==> src/rtl/psr_bank.sv <==
module psr_bank #(
  parameter int NBANK = 5
) (
  input  logic        clk,
  input  logic        rst_n,
  input  logic        flag_en,
  input  logic [3:0]  flag_in,
  input  logic        wr_en,
  input  logic        wr_full,
  input  logic [31:0] wr_data,
  input  logic        exc_en,
  input  logic [4:0]  exc_mode,
  input  logic        ret_en,
  output logic [31:0] cpsr_out,
  output logic [31:0] saved_out,
  output logic [4:0]  mode,
  output logic        irq_mask,
  output logic        fiq_mask,
  output logic [3:0]  flags,
  output logic        illegal_mode
);

  localparam logic [4:0] M_USR = 5'b10000;
  localparam logic [4:0] M_FIQ = 5'b10001;
  localparam logic [4:0] M_IRQ = 5'b10010;
  localparam logic [4:0] M_SVC = 5'b10011;
  localparam logic [4:0] M_ABT = 5'b10111;
  localparam logic [4:0] M_UND = 5'b11011;
  localparam int IW = $clog2(NBANK);
  localparam logic [31:0] RST_WORD = {24'h0, 1'b1, 1'b1, 1'b0, M_SVC};

  function automatic logic legal(input logic [4:0] m);
    return m == M_USR || m == M_FIQ || m == M_IRQ ||
           m == M_SVC || m == M_ABT || m == M_UND;
  endfunction

  function automatic logic [IW-1:0] bank_of(input logic [4:0] m);
    case (m)
      M_IRQ:   return IW'(1);
      M_SVC:   return IW'(2);
      M_ABT:   return IW'(3);
      M_UND:   return IW'(4);
      default: return IW'(0);
    endcase
  endfunction

  logic [31:0] cur, nxt;
  logic [31:0] saved [NBANK];
  logic        ill_q;

  wire is_user    = cur[4:0] == M_USR;
  wire exc_ok     = exc_en && legal(exc_mode) && exc_mode != M_USR;
  wire do_ret     = !exc_en && ret_en && !is_user;
  wire do_wr      = !exc_en && !ret_en && wr_en;
  wire do_flag    = !exc_en && !ret_en && !wr_en && flag_en;
  wire wr_priv    = do_wr && wr_full && !is_user;
  wire wr_mode_ok = legal(wr_data[4:0]);
  wire ill_nxt    = (exc_en && !exc_ok) || (wr_priv && !wr_mode_ok);

  always_comb begin
    nxt = cur;
    if (exc_ok) begin
      nxt[4:0] = exc_mode;
      nxt[7]   = 1'b1;
      if (exc_mode == M_FIQ) nxt[6] = 1'b1;
    end else if (do_ret) begin
      nxt = saved[bank_of(cur[4:0])];
    end else if (do_wr) begin
      nxt[31:28] = wr_data[31:28];
      if (wr_priv) begin
        nxt[7:6] = wr_data[7:6];
        if (wr_mode_ok) nxt[4:0] = wr_data[4:0];
      end
    end else if (do_flag) begin
      nxt[31:28] = flag_in;
    end
  end

  always_ff @(posedge clk) begin
    if (!rst_n) begin
      cur   <= RST_WORD;
      ill_q <= 1'b0;
    end else begin
      cur   <= nxt;
      ill_q <= ill_nxt;
    end
  end

  always_ff @(posedge clk) begin
    for (int i = 0; i < NBANK; i++) begin
      if (!rst_n)
        saved[i] <= RST_WORD;
      else if (exc_ok && bank_of(exc_mode) == IW'(i))
        saved[i] <= cur;
    end
  end

  assign cpsr_out     = cur;
  assign saved_out    = is_user ? 32'h0 : saved[bank_of(cur[4:0])];
  assign mode         = cur[4:0];
  assign irq_mask     = cur[7];
  assign fiq_mask     = cur[6];
  assign flags        = cur[31:28];
  assign illegal_mode = ill_q;

  a_r2_flag_path: assert property (@(posedge clk) disable iff (!rst_n)
    do_flag |=> flags == $past(flag_in) && cpsr_out[27:0] == $past(cpsr_out[27:0]));

  a_r4_reserved_zero: assert property (@(posedge clk) disable iff (!rst_n)
    cpsr_out[27:8] == 20'h0 && !cpsr_out[5]);

  a_r5_user_ctl: assert property (@(posedge clk) disable iff (!rst_n)
    (do_wr && is_user) |=> cpsr_out[27:0] == $past(cpsr_out[27:0]) && !illegal_mode);

  a_r6_mode_legal: assert property (@(posedge clk) disable iff (!rst_n)
    legal(mode));

  a_r6_pulse_cause: assert property (@(posedge clk) disable iff (!rst_n)
    illegal_mode |-> $past(exc_en || (wr_en && wr_full)));

  a_r7_exc_entry: assert property (@(posedge clk) disable iff (!rst_n)
    exc_ok |=> mode == $past(exc_mode) && irq_mask && flags == $past(flags));

  a_r9_ret_user: assert property (@(posedge clk) disable iff (!rst_n)
    (ret_en && !exc_en && is_user) |=> $stable(cpsr_out));

endmodule

==> config.mk <==
export PLATFORM = sky130hd
export DESIGN_NAME = psr_bank
export DESIGN_NICKNAME = d
export VERILOG_FILES = /design/src/rtl/psr_bank.sv
export SDC_FILE = /design/constraint.sdc
export NUM_CORES = 1
export LEC_CHECK = 0
export BUFFER_PORTS_ARGS = -buffer_cell sky130_fd_sc_hd__buf_2
export CAP_MARGIN = 20
export CORE_MARGIN = 5
export CORE_UTILIZATION = 40
export CTS_CLUSTER_DIAMETER = 80
export DETAILED_ROUTE_END_ITERATION = 8
export GPL_TIMING_DRIVEN = 1
export PLACE_DENSITY_LB_ADDON = 0.1
export SLEW_MARGIN = 10
export SYNTH_ARGS = -nofsm -noshare
export SYNTH_HDL_FRONTEND = slang
export SYNTH_SLANG_ARGS = --single-unit
==> constraint.sdc <==
create_clock -name clk -period 7.1 [get_ports clk]
set_clock_uncertainty 0.05 [all_clocks]
set_input_delay 0.71 -clock clk [delete_from_list [all_inputs] [get_ports clk]]
set_output_delay 0.71 -clock clk [all_outputs]
set_load 0.01 [all_outputs]
==> results of run 1 <==
==> layout make-up <==
class                   instances  area (um^2)  area share (%)
multi-input cells             493         3330            32.0
well taps                     285          357            3.43
clock inverters                14          133            1.28
inverters                       8         30.0           0.289
repair buffers                118          643            6.19
clock buffers                  18          439            4.23
flip-flops and latches        193         5470            52.6
==> power groups by stage <==
stage | Clock, uW | Combinational (uW) | Sequential [uW]
after global routing | 1000 | 477 | 1310
after detailed placement | 0 | 437 | 1330
final | 937 | 432 | 1300
after global placement | 0 | 433 | 1320
after floorplan | 0 | 293 | 1320
after CTS | 960 | 439 | 1300
==> layer usage <==
layer / up-vias / share of wire, % / GRT usage [%]
met5: - / 0 / 0
met4: 0 / 1.9 / 5.54
li1: 2938 / - / -
met1: 3097 / 45 / 24.3
met2: 154 / 49 / 30.6
met3: 31 / 4.7 / 3.93
==> through the flow <==
stage / hold WS, ps / setup WS (ps) / total power (uW)
floorplan: 458 / 4380 / 1610
global placement: 474 / 3630 / 1760
detailed placement: 481 / 3590 / 1770
CTS: 501 / 3120 / 2700
global route: 513 / 2880 / 2790
finish: 495 / 3130 / 2670
==> layout by cell type (no fill, tap or decap), types with 3 or more instances in the layout <==
master	instances
sky130_fd_sc_hd__o21ai_0	35
sky130_fd_sc_hd__nor3_1	7
sky130_fd_sc_hd__nor2_1	37
sky130_fd_sc_hd__mux2i_1	95
sky130_fd_sc_hd__a21oi_1	46
sky130_fd_sc_hd__a221oi_1	4
sky130_fd_sc_hd__and3_1	57
sky130_fd_sc_hd__clkbuf_16	17
sky130_fd_sc_hd__or3_1	6
sky130_fd_sc_hd__nand2_1	31
sky130_fd_sc_hd__clkinv_4	4
sky130_fd_sc_hd__dfxtp_1	33
sky130_fd_sc_hd__a22o_1	4
sky130_fd_sc_hd__clkinvlp_4	3
sky130_fd_sc_hd__a211oi_1	9
sky130_fd_sc_hd__buf_4	15
sky130_fd_sc_hd__inv_1	7
sky130_fd_sc_hd__nor2b_1	5
sky130_fd_sc_hd__nand3_1	6
sky130_fd_sc_hd__a21o_1	3
sky130_fd_sc_hd__nand3b_1	3
sky130_fd_sc_hd__and2_1	79
sky130_fd_sc_hd__o22ai_1	4
sky130_fd_sc_hd__buf_2	102
sky130_fd_sc_hd__nand2b_1	13
sky130_fd_sc_hd__a22oi_1	4
sky130_fd_sc_hd__a31oi_1	4
sky130_fd_sc_hd__edfxtp_1	160
==> flip-flops by register name, indices dropped and copies added (netlist names) <==
register and count:
saved 160, cpsr_out 32, illegal_mode 1
==> how the worst min path moves through the flow <==
stage / startpoint / slack [ps] / to
3_5_place_dp: saved[4][20] / 480 / cpsr_out[20]
6_report: saved[4][18] / 500 / cpsr_out[18]
2_1_floorplan: saved[4][10] / 460 / cpsr_out[10]
4_1_cts: saved[4][25] / 500 / cpsr_out[25]
3_3_place_gp: saved[4][26] / 470 / cpsr_out[26]
5_1_grt: saved[4][25] / 510 / cpsr_out[25]
==> logic make-up after synthesis <==
| logic type | after synthesis | synth area share, % |
|---|---|---|
| adders and majority gates | 2 | 0.218 |
| buffers and inverters | 76 | 4.43 |
| xor gates and xnor gates | 1 | 0.0954 |
| muxes | 99 | 11.1 |
| DFF | 193 | 59.5 |
| AOI/OAI and AO/OA | 130 | 8.73 |
| and+or+nand+nor | 261 | 15.9 |
==> worst max-delay path: cells and delay by family (launching register included) <==
family	cells	cell delay, ps
buffers and inverters	2	630
muxes	2	770
DFF	1	790
and+or+nand+nor	2	570
==> impl_metrics.yaml, run 1 <==
global_routing:
  gr-total-overflow: 0
  vias_in_the_first_global_route: 6605
  antenna_violations_before_repair: 0
  grt_util_all_layers_pct: 18.4
  maximum_number_of_pins_on_one_net_before_global_route_repair: 58
  grt_pass1_wl_um: 37100
layout:
  layout.filler_cells: 2099
  final_area_um2: 10400
  fin_nets: 879
  antennaDiodeCount: 0
  syn2layout_area_growth_pct: 13.2
  final_util_pct: 45.9
  final_instance_count_excl_fillers: 1129
  final_layout_size_suffix_gt1_share_pct: 19.5
route:
  vias_after_detailed_routing: 6220
  drt_pre_antenna_iters: 5
  wl_um: 23600
  avgRoutedWirePerCell_um: 20.9
  drcViolationCount: 0
  drtIter0Drc: 456
  drtAntennaViolNets: 0
  avgViaCountPerCell: 5.51
die:
  initial_core_util_pct: 40.6
  die_area_um2: 26100
  chipHeight_um: 162
  num_rows: 55
  top_level_ports: 124
  die_width_um: 162
  core_region_area_um2: 22600
logic_synthesis:
  synth-edff-count: 160
  yosysWarnings: 0
  ys_top_cells_by_area: "sky130_fd_sc_hd__edfxtp_1 (52%), sky130_fd_sc_hd__mux2i_1 (10%), sky130_fd_sc_hd__dfxtp_1 (7.2%)"
  synth.ff_latch_count: 193
  async_reset_ff_share_pct: 0
  netlist_top_cells_count: "sky130_fd_sc_hd__edfxtp_1 (160), sky130_fd_sc_hd__mux2i_1 (95), sky130_fd_sc_hd__and2_1 (79)"
  dominantRegCellSynth: "sky130_fd_sc_hd__edfxtp_1"
  portion_of_the_post_synthesis_area_used_by_sequential_elements_pct: 59.5
  syn-instance-count: 762
  yosysUniqueCellTypes: 57
  synthesis.area_um2: 9190
  yosys.cell_count.top_type: "sky130_fd_sc_hd__edfxtp_1"
  synth_top_cell_area_share_pct: 52.3
  yosysTopAreaCell: "sky130_fd_sc_hd__edfxtp_1"
  postSynthNetCount: 810
  synthesized_area_per_cell_um2: 12.1
worst_setup_path:
  worstReg2RegEnd: "cpsr_out[6]"
  r2r_setup_slack_ps: 4180
  crit_end: "saved_out[7]"
  worstSetupEndpointType: "output pin"
  worst-r2r-cell-count: 5
  cpPeakStageDelay_ps: 790
  timing.critical_path.arrival_ps: 3210
  critical_path.slowest_cell: "sky130_fd_sc_hd__dfxtp_1"
  crit_path_start: "cpsr_out[0]"
  crit_path_max_fanout: 16
  path_class: "flop to output pin"
  critical_path.reg2reg.startpoint: "cpsr_out[0]"
  worstPathCellList: "clkinv_1, nor2_2, mux4_2, mux2i_1, nor2_1, buf_2"
  cp.required_ps: 6340
  worstSetupStartpointType: "flop"
place:
  place.detailed.instances: 1096
  dpl-instance-area_um2: 9800
  routabilityCongestion: 0.777
  place_hpwl_um: 13800
  numPortBuffers: 102
clock_tree:
  worst_setup_hold_path_clk_slew_ps: 70
  cts-buffers-inserted: 17
  post_cts_buffers: 0
  ctsResizeCount: 0
  holdBufCountCts: 0
  cts.root.buffer_cell: "sky130_fd_sc_hd__clkbuf_16"
  clkSinkCount: 193
  clock_tree.htree_level_count: 4
  tritoncts: "built"
  worstSkewPairLatency_ps: 430
  cts_max_path_buffers: 2
power_and_ir_drop:
  fraction_of_power_consumed_by_combinational_cells_pct: 16.2
  p_int_uw: 1930
  share_clk_of_total_power_pct: 35.1
  switching_share_pct: 27.7
  power-per-cell-area_nw_per_um2: 257
  p_sw_uw: 741
  power.share.sequential_pct: 48.8
  total_leakage_power_uw: 0.00429
  vdd_ir_drop_max_mv: 0.162
timing:
  final_min_period_over_clock_period_pct: 55.9
  final.min_clock_period_ps: 3970
  final-max-slew-violation-count: 0
  timing.max_slew.rel_slack_pct: 34.7
  setup_repair_after_global_routing_missed_its_margin: "no"
  tightest_slew_ps: 980
  finalHoldViolations: 0
  fin_setup_tns_ps: 0
  achievable-frequency_ghz: 0.252
  setup_violations: 0
outcome:
  status: "completed"
flow_run:
  max_cap_violation_count: 0
min_path:
  timing.hold.worst.class: "flop to flop"
  min_delay_path_depth: 2
No activity file was read; power rests on OpenSTA's default activity.
==> run 2, diff against run 1 <==
clock period = 3.72 ns   (was 7.1 ns; I/O delays follow)
==> impl_metrics.yaml, run 2 (synthesis gave the netlist of run 1 again) <==
outcome:
  status: "completed"
timing:
  finalHoldViolations: 0
  worst_hold_slack_ps: 282
  tightest_slew_ps: 807
  fin_setup_tns_ps: 0
  final_min_period_over_clock_period_pct: 84.8
  final-max-slew-violation-count: 0
  setup_repair_after_global_routing_missed_its_margin: "no"
  setup_violations: 0
  timing.max_slew.rel_slack_pct: 45.6
  final.min_clock_period_ps: 3160
  achievable-frequency_ghz: 0.317
worst_setup_path:
  cp.required_ps: 3300
  path_class: "flop to output pin"
  timing.critical_path.arrival_ps: 2730
  worstSetupStartpointType: "flop"
  crit_path_max_fanout: 9
  r2r_setup_slack_ps: 1150
  worst-r2r-cell-count: 7
  worstSetupEndpointType: "output pin"
place:
  place_hpwl_um: 14400
  numPortBuffers: 102
  routabilityCongestion: 0.773
layout:
  antennaDiodeCount: 0
  mostFrequentLayoutCells: "sky130_fd_sc_hd__edfxtp_1 (160), sky130_fd_sc_hd__buf_2 (102), sky130_fd_sc_hd__mux2i_1 (95)"
  fin_nets: 887
  layout.filler_cells: 2069
  largest_reg_flops: 160
  top_register: "saved"
  syn2layout_area_growth_pct: 14.1
  final_layout_size_suffix_gt1_share_pct: 19.8
  layout_commonest_cell: "sky130_fd_sc_hd__edfxtp_1"
  multi_input_area_um2: 3330
  sequential_cell_area_um2: 5470
clock_tree:
  cts-buffers-inserted: 17
  post_cts_buffers: 0
  worstSkewPairLatency_ps: 430
  clkSinkCount: 193
  clock_tree.htree_level_count: 4
  cts.root.buffer_cell: "sky130_fd_sc_hd__clkbuf_16"
  cts_max_path_buffers: 2
  holdBufCountCts: 0
  ctsResizeCount: 0
  worst_setup_hold_path_clk_slew_ps: 70
  tritoncts: "built"
die:
  die_width_um: 162
  die_area_um2: 26100
  chipHeight_um: 162
  initial_core_util_pct: 40.6
  num_rows: 55
  core_region_area_um2: 22600
  top_level_ports: 124
min_path:
  min_delay_path_depth: 3
  timing.hold.worst.class: "primary input to flop"
route:
  vias_after_detailed_routing: 6270
  drtIter0Drc: 490
  drcViolationCount: 0
  drtAntennaViolNets: 0
  drt_pre_antenna_iters: 5
  wl_um: 23500
  avgRoutedWirePerCell_um: 20.7
  avgViaCountPerCell: 5.51
global_routing:
  vias_in_the_first_global_route: 6526
  grt_pass1_wl_um: 37000
  maximum_number_of_pins_on_one_net_before_global_route_repair: 77
  grt_util_all_layers_pct: 18.3
  antenna_violations_before_repair: 0
  gr-total-overflow: 0
flow_run:
  max_cap_violation_count: 0
power_and_ir_drop:
  vdd_ir_drop_max_mv: 0.274
  total_leakage_power_uw: 0.00434
  power-per-cell-area_nw_per_um2: 494
-- run 2: cell types whose count changed in the layout (fill, tap and decap cells not counted), sizes merged --
cell,previous run,this run
clkbuf,18,21
clkinv,8,6
bufinv,1,3
inv,10,7
buf,118,126
-- run 2: worst paths after layout --
kind	startpoint	to
setup / recovery	cpsr_out[0]	saved_out[7]
hold / removal	exc_en	illegal_mode
setup reg to reg	cpsr_out[2]	cpsr_out[4]
hold reg to reg	saved[4][10]	cpsr_out[10]
-- run 2: layout make-up --
cell class	instances	share of cell area, %
flip-flops and latches	193	52.1
multi-input cells	493	31.7
repair buffers	126	6.83
clock buffers	21	4.30
well taps	285	3.40
clock inverters	11	1.32
inverters	8	0.286
-- run 2: metrics by stage --
| stage | std cells | worst slack [ps] | total power (uW) | area (um^2) | util, % |
|---|---|---|---|---|---|
| final | 1137 | 564 | 5180 | 10500 | 46.3 |
| after detailed placement | 1105 | 1020 | 3390 | 9890 | 43.7 |
| after global placement | 1105 | 1040 | 3380 | 9890 | 43.7 |
| after global routing | 1137 | 408 | 5390 | 10500 | 46.3 |
| after floorplan | 762 | 1340 | 3080 | 9190 | - |
| after CTS | 1137 | 544 | 5220 | 10500 | 46.3 |
-- run 2: metal layers --
| metal | global-route usage, % | vias to the layer above | wire length, um |
|---|---|---|---|
| met3 | 3.29 | 19 | 1080 |
| li1 | - | 2938 | - |
| met4 | 4.30 | 0 | 191 |
| met2 | 31.6 | 178 | 11600 |
| met1 | 24.2 | 3135 | 10600 |
| met5 | 0 | - | 0 |
-- run 2: critical path: stages, from the launching register on --
cell and delay, ps:
sky130_fd_sc_hd__dfxtp_1 490, sky130_fd_sc_hd__clkinv_1 320, sky130_fd_sc_hd__nor2_2 480, sky130_fd_sc_hd__mux4_2 570, sky130_fd_sc_hd__mux2i_1 210, sky130_fd_sc_hd__nor2_1 70
sky130_fd_sc_hd__buf_2 160
-- run 2: power by group --
| part | switching (uW) | internal, uW |
|---|---|---|
| combinational | 514 | 332 |
| clock | 772 | 1070 |
| sequential | 67.7 | 2420 |
| total | 1350 | 3820 |
==> run 3, diff against run 2 <==
clock period = 3.3 ns   (was 3.72 ns; I/O delays follow)
==> impl_metrics.yaml, run 3 (synthesis gave the netlist of run 1 again) <==
worst_setup_path:
  crit_path_max_fanout: 12
  worstSetupStartpointType: "flop"
  worstPathCellList: "nand3b_1, nor2_2, mux4_2, mux2i_1, nor2_1, buf_2"
  cp.required_ps: 2920
  worst-r2r-cell-count: 7
  crit_path_leading_delay_family: "multiplexers"
  path_class: "flop to output pin"
  cpPeakStageDelay_ps: 600
  worstSetupEndpointType: "output pin"
  timing.critical_path.arrival_ps: 2590
  crit_cells: 6
  worstPathBufferInverterCount: 1
  critical_path.slowest_cell: "sky130_fd_sc_hd__dfxtp_1"
timing:
  final.min_clock_period_ps: 2970
  setup_repair_after_global_routing_missed_its_margin: "no"
  fin_setup_tns_ps: 0
  worst_hold_slack_ps: 257
  tightest_slew_ps: 785
  finalWorstSetupSlack_ps: 329
  timing.max_slew.rel_slack_pct: 47.1
  final_min_period_over_clock_period_pct: 90.0
  achievable-frequency_ghz: 0.337
  final-max-slew-violation-count: 0
  finalHoldViolations: 0
  setup_violations: 0
die:
  chipHeight_um: 162
  initial_core_util_pct: 40.6
  core_region_area_um2: 22600
  die_area_um2: 26100
  top_level_ports: 124
  num_rows: 55
  die_width_um: 162
clock_tree:
  cts.root.buffer_cell: "sky130_fd_sc_hd__clkbuf_16"
  clock_tree.htree_level_count: 4
  clkSinkCount: 193
  cts-buffers-inserted: 17
  holdBufCountCts: 0
  cts_max_path_buffers: 2
  tritoncts: "built"
  worst_setup_hold_path_clk_slew_ps: 70
  worstSkewPairLatency_ps: 430
power_and_ir_drop:
  p_int_uw: 4090
  switching_share_pct: 27.6
  power-per-cell-area_nw_per_um2: 540
  power.share.sequential_pct: 49.6
  p_sw_uw: 1560
  vdd_ir_drop_max_mv: 0.352
  total_leakage_power_uw: 0.00434
  share_clk_of_total_power_pct: 33.4
  fraction_of_power_consumed_by_combinational_cells_pct: 16.9
route:
  wl_um: 23900
  drcViolationCount: 0
  drtAntennaViolNets: 0
  avgViaCountPerCell: 5.43
  vias_after_detailed_routing: 6191
  drt_pre_antenna_iters: 5
  drtIter0Drc: 524
  avgRoutedWirePerCell_um: 20.9
min_path:
  min_delay_path_depth: 2
  timing.hold.worst.class: "primary input to flop"
layout:
  syn2layout_area_growth_pct: 13.9
  top_register: "saved"
  mostFrequentLayoutCells: "sky130_fd_sc_hd__edfxtp_1 (160), sky130_fd_sc_hd__buf_2 (102), sky130_fd_sc_hd__mux2i_1 (95)"
  layout_commonest_cell: "sky130_fd_sc_hd__edfxtp_1"
  fin_nets: 889
  final_layout_size_suffix_gt1_share_pct: 20.4
  largest_reg_flops: 160
  layout.filler_cells: 2060
outcome:
  status: "completed"
global_routing:
  grt_util_all_layers_pct: 18.6
  gr-total-overflow: 0
  antenna_violations_before_repair: 1
  vias_in_the_first_global_route: 6261
  maximum_number_of_pins_on_one_net_before_global_route_repair: 79
  grt_pass1_wl_um: 37100
place:
  routabilityCongestion: 0.781
  place_hpwl_um: 14600
  numPortBuffers: 102
  dpl_worst_slack_ps: 620
flow_run:
  max_cap_violation_count: 0
## run 3: cell count changes in the layout (fill, tap and decap cells not counted), sizes merged
cell,previous run,this run
buf,126,128
bufinv,3,0
clkbuf,21,20
clkinv,6,8
clkinvlp,3,1
diode,0,1
inv,7,11
## run 3: worst register-to-register path: stages (launching register included)
cell	delay (ps)
sky130_fd_sc_hd__dfxtp_1	620
sky130_fd_sc_hd__buf_4	300
sky130_fd_sc_hd__or3_1	220
sky130_fd_sc_hd__o21a_2	430
sky130_fd_sc_hd__buf_4	330
sky130_fd_sc_hd__nand2_1	110
sky130_fd_sc_hd__o221a_2	300
sky130_fd_sc_hd__a211oi_1	210
## run 3: area by class of cell
class	count	area (um^2)	area share, %
clock inverter	12	85.1	0.813
antenna	1	2.50	0.0239
multi-input combinational	493	3330	31.8
sequential	193	5470	52.3
timing repair buffer	128	743	7.11
inverter	8	30.0	0.287
clock buffer	20	447	4.27
tap	285	357	3.41
## run 3: power by group through the flow
stage          Clock [uW]  Sequential (uW)  Combinational, uW
6_report             1890             2810                956
5_1_grt              2030             2820               1050
4_1_cts              1930             2810                975
3_5_place_dp            0             2860                972
3_3_place_gp            0             2850                961
2_1_floorplan           0             2840                630
## run 3: repair_timing
item                       in CTS  in global routing
gates resized for setup         0                  1
hold endpoints to repair        0                  0
setup buffers                   0                  0
setup endpoints to repair       0                  1
## run 3: metrics by stage
stage	utilization, %	instances	total power (uW)	cell area, um^2
after floorplan	-	762	3470	9190
after global placement	43.8	1107	3810	9920
after detailed placement	43.8	1107	3830	9920
after CTS	46.2	1139	5710	10500
after global routing	46.2	1140	5900	10500
final	46.2	1140	5650	10500
## run 3: worst paths after layout
| path | from | slack, ps | endpoint |
|---|---|---|---|
| hold / removal | exc_mode[0] | 260 | saved[1][2] |
| setup / recovery | cpsr_out[1] | 330 | saved_out[7] |
| setup reg to reg | cpsr_out[2] | 640 | cpsr_out[2] |
| hold reg to reg | saved[4][8] | 500 | cpsr_out[8] |
## run 3: metal layers
metal	part of all wire [%]	up-vias	global-route usage, %
li1	-	2953	-
met1	45	3072	25.1
met2	49	146	31.0
met3	4.2	20	3.04
met4	1.5	0	5.54
met5	0	-	0
